==> src/rtl/gtc_pkg.sv <==
package gtc_pkg;
  localparam int VW       = 8;
  localparam int CTL_W    = 17;
  localparam int MASK_POS = 16;
  localparam logic [CTL_W-1:0] CTL_RST = 17'h10000;

  typedef enum logic [1:0] {
    WSEL_NONE  = 2'd0,
    WSEL_CNT   = 2'd1,
    WSEL_MATCH = 2'd2,
    WSEL_CTL   = 2'd3
  } wsel_e;
endpackage

==> src/rtl/gtc_count.sv <==
module gtc_count #(
  parameter int CW = 64
) (
  input  logic          clk,
  input  logic          rst,
  input  logic [CW-1:0] host_cnt,
  input  logic          rd_en,
  input  logic          wr_en,
  input  logic [CW-1:0] wr_data,
  input  logic          refresh,
  output logic [CW-1:0] now_cnt,
  output logic [CW-1:0] rdata,
  output logic          rvalid
);
  logic [CW-1:0] off_q;
  logic [CW-1:0] last_q;
  logic [CW-1:0] raw;
  logic [CW-1:0] ahead;

  // raw guest count and its distance from the last returned value
  always_comb begin
    raw   = host_cnt + off_q;
    ahead = raw - last_q;
    // strictly ahead: sign clear and nonzero
    if (!ahead[CW-1] && (|ahead)) now_cnt = raw;
    else                          now_cnt = last_q;
  end

  always_ff @(posedge clk) begin
    if (rst) begin
      off_q  <= '0;
      last_q <= host_cnt;
      rdata  <= '0;
      rvalid <= 1'b0;
    end else begin
      rvalid <= rd_en;
      if (rd_en) rdata <= now_cnt;
      if (wr_en) begin
        off_q  <= wr_data - host_cnt;
        last_q <= wr_data;
      end else if (rd_en || refresh) begin
        last_q <= now_cnt;
      end
    end
  end
endmodule

==> src/rtl/gtc_match.sv <==
module gtc_match #(
  parameter int CW = 64
) (
  input  logic          clk,
  input  logic          rst,
  input  logic [CW-1:0] now_cnt,
  input  logic          any_wr,
  input  logic          match_wr,
  input  logic [CW-1:0] match_data,
  input  logic          cnt_wr,
  input  logic [CW-1:0] cnt_data,
  output logic          fire,
  output logic          cancel
);
  logic [CW-1:0] match_q;
  logic          armed_q;
  logic [CW-1:0] gap_now;
  logic [CW-1:0] gap_new;

  always_comb begin
    gap_now = now_cnt - match_q;
    gap_new = cnt_data - match_q;
    // expiry: guest count at or past match, judged by sign
    fire    = armed_q && !any_wr && !gap_now[CW-1];
    // a counter write that jumps past the match value
    cancel  = cnt_wr && !gap_new[CW-1] && (|gap_new);
  end

  always_ff @(posedge clk) begin
    if (rst) begin
      match_q <= '0;
      armed_q <= 1'b0;
    end else if (match_wr) begin
      match_q <= match_data;
      armed_q <= 1'b1;
    end else if (cancel || fire) begin
      armed_q <= 1'b0;
    end
  end
endmodule

==> src/rtl/gtc_vecctl.sv <==
module gtc_vecctl
  import gtc_pkg::*;
(
  input  logic             clk,
  input  logic             rst,
  input  logic             ctl_wr,
  input  logic [CTL_W-1:0] ctl_data,
  input  logic             match_wr,
  input  logic             cancel,
  input  logic             fire,
  input  logic             pend_at_vec,
  output logic             set_stb,
  output logic [VW-1:0]    set_vec,
  output logic             clr_stb,
  output logic [VW-1:0]    clr_vec,
  output logic [VW-1:0]    cur_vec,
  output logic             masked
);
  logic [CTL_W-1:0] ctl_q;
  logic [VW-1:0]    new_vec;
  logic             new_mask;

  assign cur_vec  = ctl_q[VW-1:0];
  assign masked   = ctl_q[MASK_POS];
  assign new_vec  = ctl_data[VW-1:0];
  assign new_mask = ctl_data[MASK_POS];

  always_ff @(posedge clk) begin
    if (rst) begin
      ctl_q   <= CTL_RST;
      set_stb <= 1'b0;
      set_vec <= '0;
      clr_stb <= 1'b0;
      clr_vec <= '0;
    end else begin
      set_stb <= 1'b0;
      clr_stb <= 1'b0;
      if (match_wr || cancel) begin
        clr_stb <= 1'b1;
        clr_vec <= cur_vec;
      end
      if (ctl_wr) begin
        ctl_q <= ctl_data;
        if (new_mask) begin
          clr_stb <= 1'b1;
          clr_vec <= cur_vec;
        end else if ((new_vec != cur_vec) && pend_at_vec) begin
          clr_stb <= 1'b1;
          clr_vec <= cur_vec;
          set_stb <= 1'b1;
          set_vec <= new_vec;
        end
      end
      if (fire && !masked) begin
        set_stb <= 1'b1;
        set_vec <= cur_vec;
      end
    end
  end
endmodule

==> src/rtl/gtc_top.sv <==
module gtc_top
  import gtc_pkg::*;
#(
  parameter int CW = 64
) (
  input  logic             clk,
  input  logic             rst,
  input  logic [CW-1:0]    host_cnt,
  input  logic             cnt_rd,
  input  logic             cnt_wr,
  input  logic [CW-1:0]    cnt_wdata,
  input  logic             match_wr,
  input  logic [CW-1:0]    match_wdata,
  input  logic             ctl_wr,
  input  logic [CTL_W-1:0] ctl_wdata,
  input  logic             pend_at_vec,
  output logic [CW-1:0]    cnt_rdata,
  output logic             cnt_rvalid,
  output logic             set_stb,
  output logic [VW-1:0]    set_vec,
  output logic             clr_stb,
  output logic [VW-1:0]    clr_vec,
  output logic [VW-1:0]    probe_vec
);
  wsel_e         wsel;
  logic          go_cnt, go_match, go_ctl, any_wr;
  logic [CW-1:0] now_cnt;
  logic          fire, cancel;
  logic          tmr_masked;

  // one write per cycle: counter beats match beats control
  always_comb begin
    if (cnt_wr)        wsel = WSEL_CNT;
    else if (match_wr) wsel = WSEL_MATCH;
    else if (ctl_wr)   wsel = WSEL_CTL;
    else               wsel = WSEL_NONE;
  end

  assign go_cnt   = (wsel == WSEL_CNT);
  assign go_match = (wsel == WSEL_MATCH);
  assign go_ctl   = (wsel == WSEL_CTL);
  assign any_wr   = (wsel != WSEL_NONE);

  gtc_count #(.CW(CW)) u_count (
    .clk     (clk),
    .rst     (rst),
    .host_cnt(host_cnt),
    .rd_en   (cnt_rd),
    .wr_en   (go_cnt),
    .wr_data (cnt_wdata),
    .refresh (fire),
    .now_cnt (now_cnt),
    .rdata   (cnt_rdata),
    .rvalid  (cnt_rvalid)
  );

  gtc_match #(.CW(CW)) u_match (
    .clk       (clk),
    .rst       (rst),
    .now_cnt   (now_cnt),
    .any_wr    (any_wr),
    .match_wr  (go_match),
    .match_data(match_wdata),
    .cnt_wr    (go_cnt),
    .cnt_data  (cnt_wdata),
    .fire      (fire),
    .cancel    (cancel)
  );

  gtc_vecctl u_vecctl (
    .clk        (clk),
    .rst        (rst),
    .ctl_wr     (go_ctl),
    .ctl_data   (ctl_wdata),
    .match_wr   (go_match),
    .cancel     (cancel),
    .fire       (fire),
    .pend_at_vec(pend_at_vec),
    .set_stb    (set_stb),
    .set_vec    (set_vec),
    .clr_stb    (clr_stb),
    .clr_vec    (clr_vec),
    .cur_vec    (probe_vec),
    .masked     (tmr_masked)
  );
endmodule

==> config.mk <==
export PLATFORM = sky130hd
export DESIGN_NAME = gtc_top
export DESIGN_NICKNAME = d
export VERILOG_FILES = /design/src/rtl/gtc_pkg.sv /design/src/rtl/gtc_count.sv /design/src/rtl/gtc_match.sv /design/src/rtl/gtc_vecctl.sv /design/src/rtl/gtc_top.sv
export SDC_FILE = /design/constraint.sdc
export NUM_CORES = 1
export LEC_CHECK = 0
export BUFFER_PORTS_ARGS = -buffer_cell sky130_fd_sc_hd__buf_2
export CAP_MARGIN = 20
export CORE_UTILIZATION = 62
export CTS_CLUSTER_DIAMETER = 150
export DETAILED_ROUTE_END_ITERATION = 8
export PLACE_DENSITY_LB_ADDON = 0.15
export SLEW_MARGIN = 40
export SYNTH_ARGS = -nofsm -noshare
export SYNTH_HDL_FRONTEND = slang
export SYNTH_HIERARCHICAL = 1
export SYNTH_SLANG_ARGS = --single-unit
==> constraint.sdc <==
create_clock -name clk -period 11.6 [get_ports clk]
set_clock_uncertainty 0.1 [all_clocks]
set_input_delay 0.58 -clock clk [delete_from_list [all_inputs] [get_ports clk]]
set_output_delay 0.58 -clock clk [all_outputs]
set_load 0.01 [all_outputs]
==> flow_summary_export.csv <==
group,metric,value,unit
synth,synthTopCellsByArea,"dfxtp_1, ha_1, mux2i_1",
sta,worst_pin_slew,0.8240,ns
synth,synth_seq_cells,285,
setup_path,worst-setup-path-type,"flop to flop",
floorplanning,start_util,63.27,%
sta,setup_ws,0.2773,ns
power_and_ir_drop,power,7.069,mW
cells_and_area,drive_gt1_share,13.14,%
floorplanning,io_pins,307,
route,top_layer,"met5",
placement,place_ws,0.4208,ns
global_route,grt_overflow_total,0,
global_route,antenna_found_initial,15,
synth,syn_nets,4630,
power_and_ir_drop,p_per_area,204.7,mW/mm²
setup_path,critPathLaunchType,"flop",
clock_tree,clk_pin_slew,0.06,ns
floorplanning,dieWidth,226.2,µm
route,wl,118.7,mm
clock_tree,cts_buffers,36,
route,wl_met3,14.91,mm
cells_and_area,nNetsFinal,4825,
setup_path,cpMaxStageDelayCell,"mux2i_1",
global_route,grt_max_degree,87,
setup_path,critical_path_arrival,11.47,ns
sta,hold_viol,0,
clock_tree,htreeDepth,2,
setup_path,endpoint_kind,"flop",
route,vias,33360,
route,route.met2.wl,47.97,mm
synth,synth_edf_count,64,
route,drt_iter0_markers,4550,
outcome,status,"finished clean",
synth,syn_area,0.03116,mm²
synth,synth.avg_cell_area,7.608,µm²
clock_tree,cts-root-buf,"clkbuf_16",
floorplanning,coreArea,0.04925,mm²
synth,ys.flop_type,"dfxtp_1",
synth,async_flop_share,0,%
flow_run,cap_violations,0,
sta,rsz0062_at_grt,"false",
floorplanning,rows,81,
route,first_pass_iters,7,
hold_path,min-delay-path-class,"input port to flop",
synth,ys_warn_count,6,
placement,gp_congestion,1.113,
global_route,grt_pass1_vias,30070,
route,postRouteAntennaNets,0,
setup_path,cp.required,11.75,ns
sta,fmax,88.32,MHz
placement,io_buffer_count,298,
cells_and_area,finalNonFillerCells,4993,
placement,dp_hpwl,95.37,mm
synth,yosysSeqAreaShare,20.36,%
clock_tree,post-cts-setup-buffer-count,0,
floorplanning,die_h,226.2,µm
cells_and_area,fillers,4335,
sta,finalCritPeriodShare,97.61,%
power_and_ir_drop,power_leakage,15.58,nW
setup_path,crit_family,"compound AO/OA/AOI/OAI gates",
placement,dpl.cell_count,4916,
cells_and_area,area_growth,10.80,%
synth,synthCells,4096,
setup_path,critical_path.max_fanout,15,
floorplanning,die_area,0.05116,mm²
clock_tree,cts_resized,0,
clock_tree,clock_path_buffers,3,
synth,yosysMostFrequentCell,"nor2_1",
synth,synth_commonest_cells,"nor2_1, a21oi_1, inv_1",
setup_path,cpPeakStageDelay,0.57,ns
clock_tree,cts_sinks,285,
synth,yosys.area.top_type,"dfxtp_1",
clock_tree,clock_latency,0.58,ns
sta,relSlewSlack,43.49,%
setup_path,cp_common_cell,"buf_4",
route,wire_per_inst,23.77,µm
setup_path,worst-path-buf-inv,7,
global_route,grt_use_total,44.79,%
synth,synth_top_area_share,14.20,%
route,avgViaCountPerCell,6.682,
sta,drv_slew,0,
power_and_ir_drop,peakVddDrop,0.1298,mV
clock_tree,cts_tree,"yes",
clock_tree,cts_hold_buf,0,
route,drc_errors,0,
sta,fin_crit,11.32,ns
synth,yosysUniqueCellTypes,106,
sta,setup_violations,0,
sta,tns,0,ns
route,drt-met1-wl,49.02,mm
global_route,grt_pass1_wl,175.1,mm
==> path summary, 6_finish.rpt <==
kind / startpoint / endpoint / slack (ns) / cells past startpoint
worst max-delay path: u_count/off_q[0] / u_count/last_q[57] / 0.28 / 43
worst min-delay path: match_wdata[54] / u_match/match_q[54] / 0.15 / 3
worst max register to register: u_count/off_q[0] / u_count/last_q[57] / 0.28 / 43
worst min register to register: u_count/off_q[4] / u_count/off_q[4] / 0.38 / 2
==> cells by family (layout without fill, tap and decap cells) <==
logic type,after synthesis,after routing,synth area share (%)
simple gates,1244,1244,19.31
compound gates,1316,1316,28.59
mux,217,217,7.034
fa+ha+maj,318,318,12.86
other cells,0,14,0
xor+xnor,174,174,4.890
flops,285,285,20.36
buf+inv,542,761,6.950
==> metrics by stage <==
stage                     hold WS [ns]  cell area [µm²]  utilization [%]
after floorplan                 0.3291            31160                -
after global placement          0.3450            33200            67.41
after detailed placement        0.3577            33220            67.44
after CTS                       0.1308            34470            69.98
after global routing            0.1543            34530            70.11
final                           0.1453            34530            70.11
==> worst reg2reg max path, delay by kind of cell, from the launching register on <==
kind / cells / cell delay (ns)
AND/OR/NAND/NOR: 14 / 2.80
AO/OA/AOI/OAI: 16 / 4.22
buffers and inverters: 7 / 1.35
XOR/XNOR: 1 / 0.43
multiplexers: 1 / 0.57
adder cells (fa/ha/maj): 4 / 1.21
flip-flops: 1 / 0.34
==> cells in the final DEF (no fill, tap or decap), types with 33 or more instances in the layout <==
cell       count
inv_1        317
xor2_1        79
o21bai_1      40
mux2i_1      201
ha_1         314
nor2_1       409
buf_4         80
xnor2_1       95
nor3_1        71
clkbuf_16     36
o21a_1        68
nand2b_1      54
nor2b_1       33
dfxtp_1      221
buf_2        295
o211ai_1      34
a21o_1       125
o21ai_0      204
o22ai_1       62
nand3_1       80
a21oi_1      378
nand2_1      292
edfxtp_1      64
a211oi_1      86
nand4_1       99
==> registers in the layout, summed over array words and instances, names as in the netlist <==
name,cells
u_count/off_q,64
u_vecctl/ctl_q,9
u_count/rdata,64
u_count/rvalid,1
u_vecctl/clr_vec,8
u_count/last_q,64
u_vecctl/clr_stb,1
u_match/match_q,64
u_vecctl/set_stb,1
u_vecctl/set_vec,8
u_match/armed_q,1
==> routing by layer <==
metal	up-vias	GRT usage (%)
met5	-	0
met2	1972	63.84
met3	331	12.98
met1	15610	60.63
met4	2	23.37
li1	15450	-
==> where the power goes <==
| group | internal [mW] | leakage (nW) | switching, mW |
|---|---|---|---|
| Sequential | 1.17 | 2.47 | 0.0923 |
| Combinational | 1.68 | 12.5 | 2.90 |
| Clock | 0.737 | 0.602 | 0.488 |
| Total | 3.59 | 15.6 | 3.48 |
==> layout make-up <==
class	count	area (µm²)	area share, %
multi-input cells	3269	22700	65.74
flip-flops and latches	285	6346	18.38
repair buffers	381	2173	6.294
inverters	318	1194	3.457
clock buffers	44	980.9	2.841
well taps	664	830.8	2.406
clock inverters	18	271.5	0.7863
diodes	14	35.03	0.1015
Note: power is estimated with default switching activity, not from simulation.
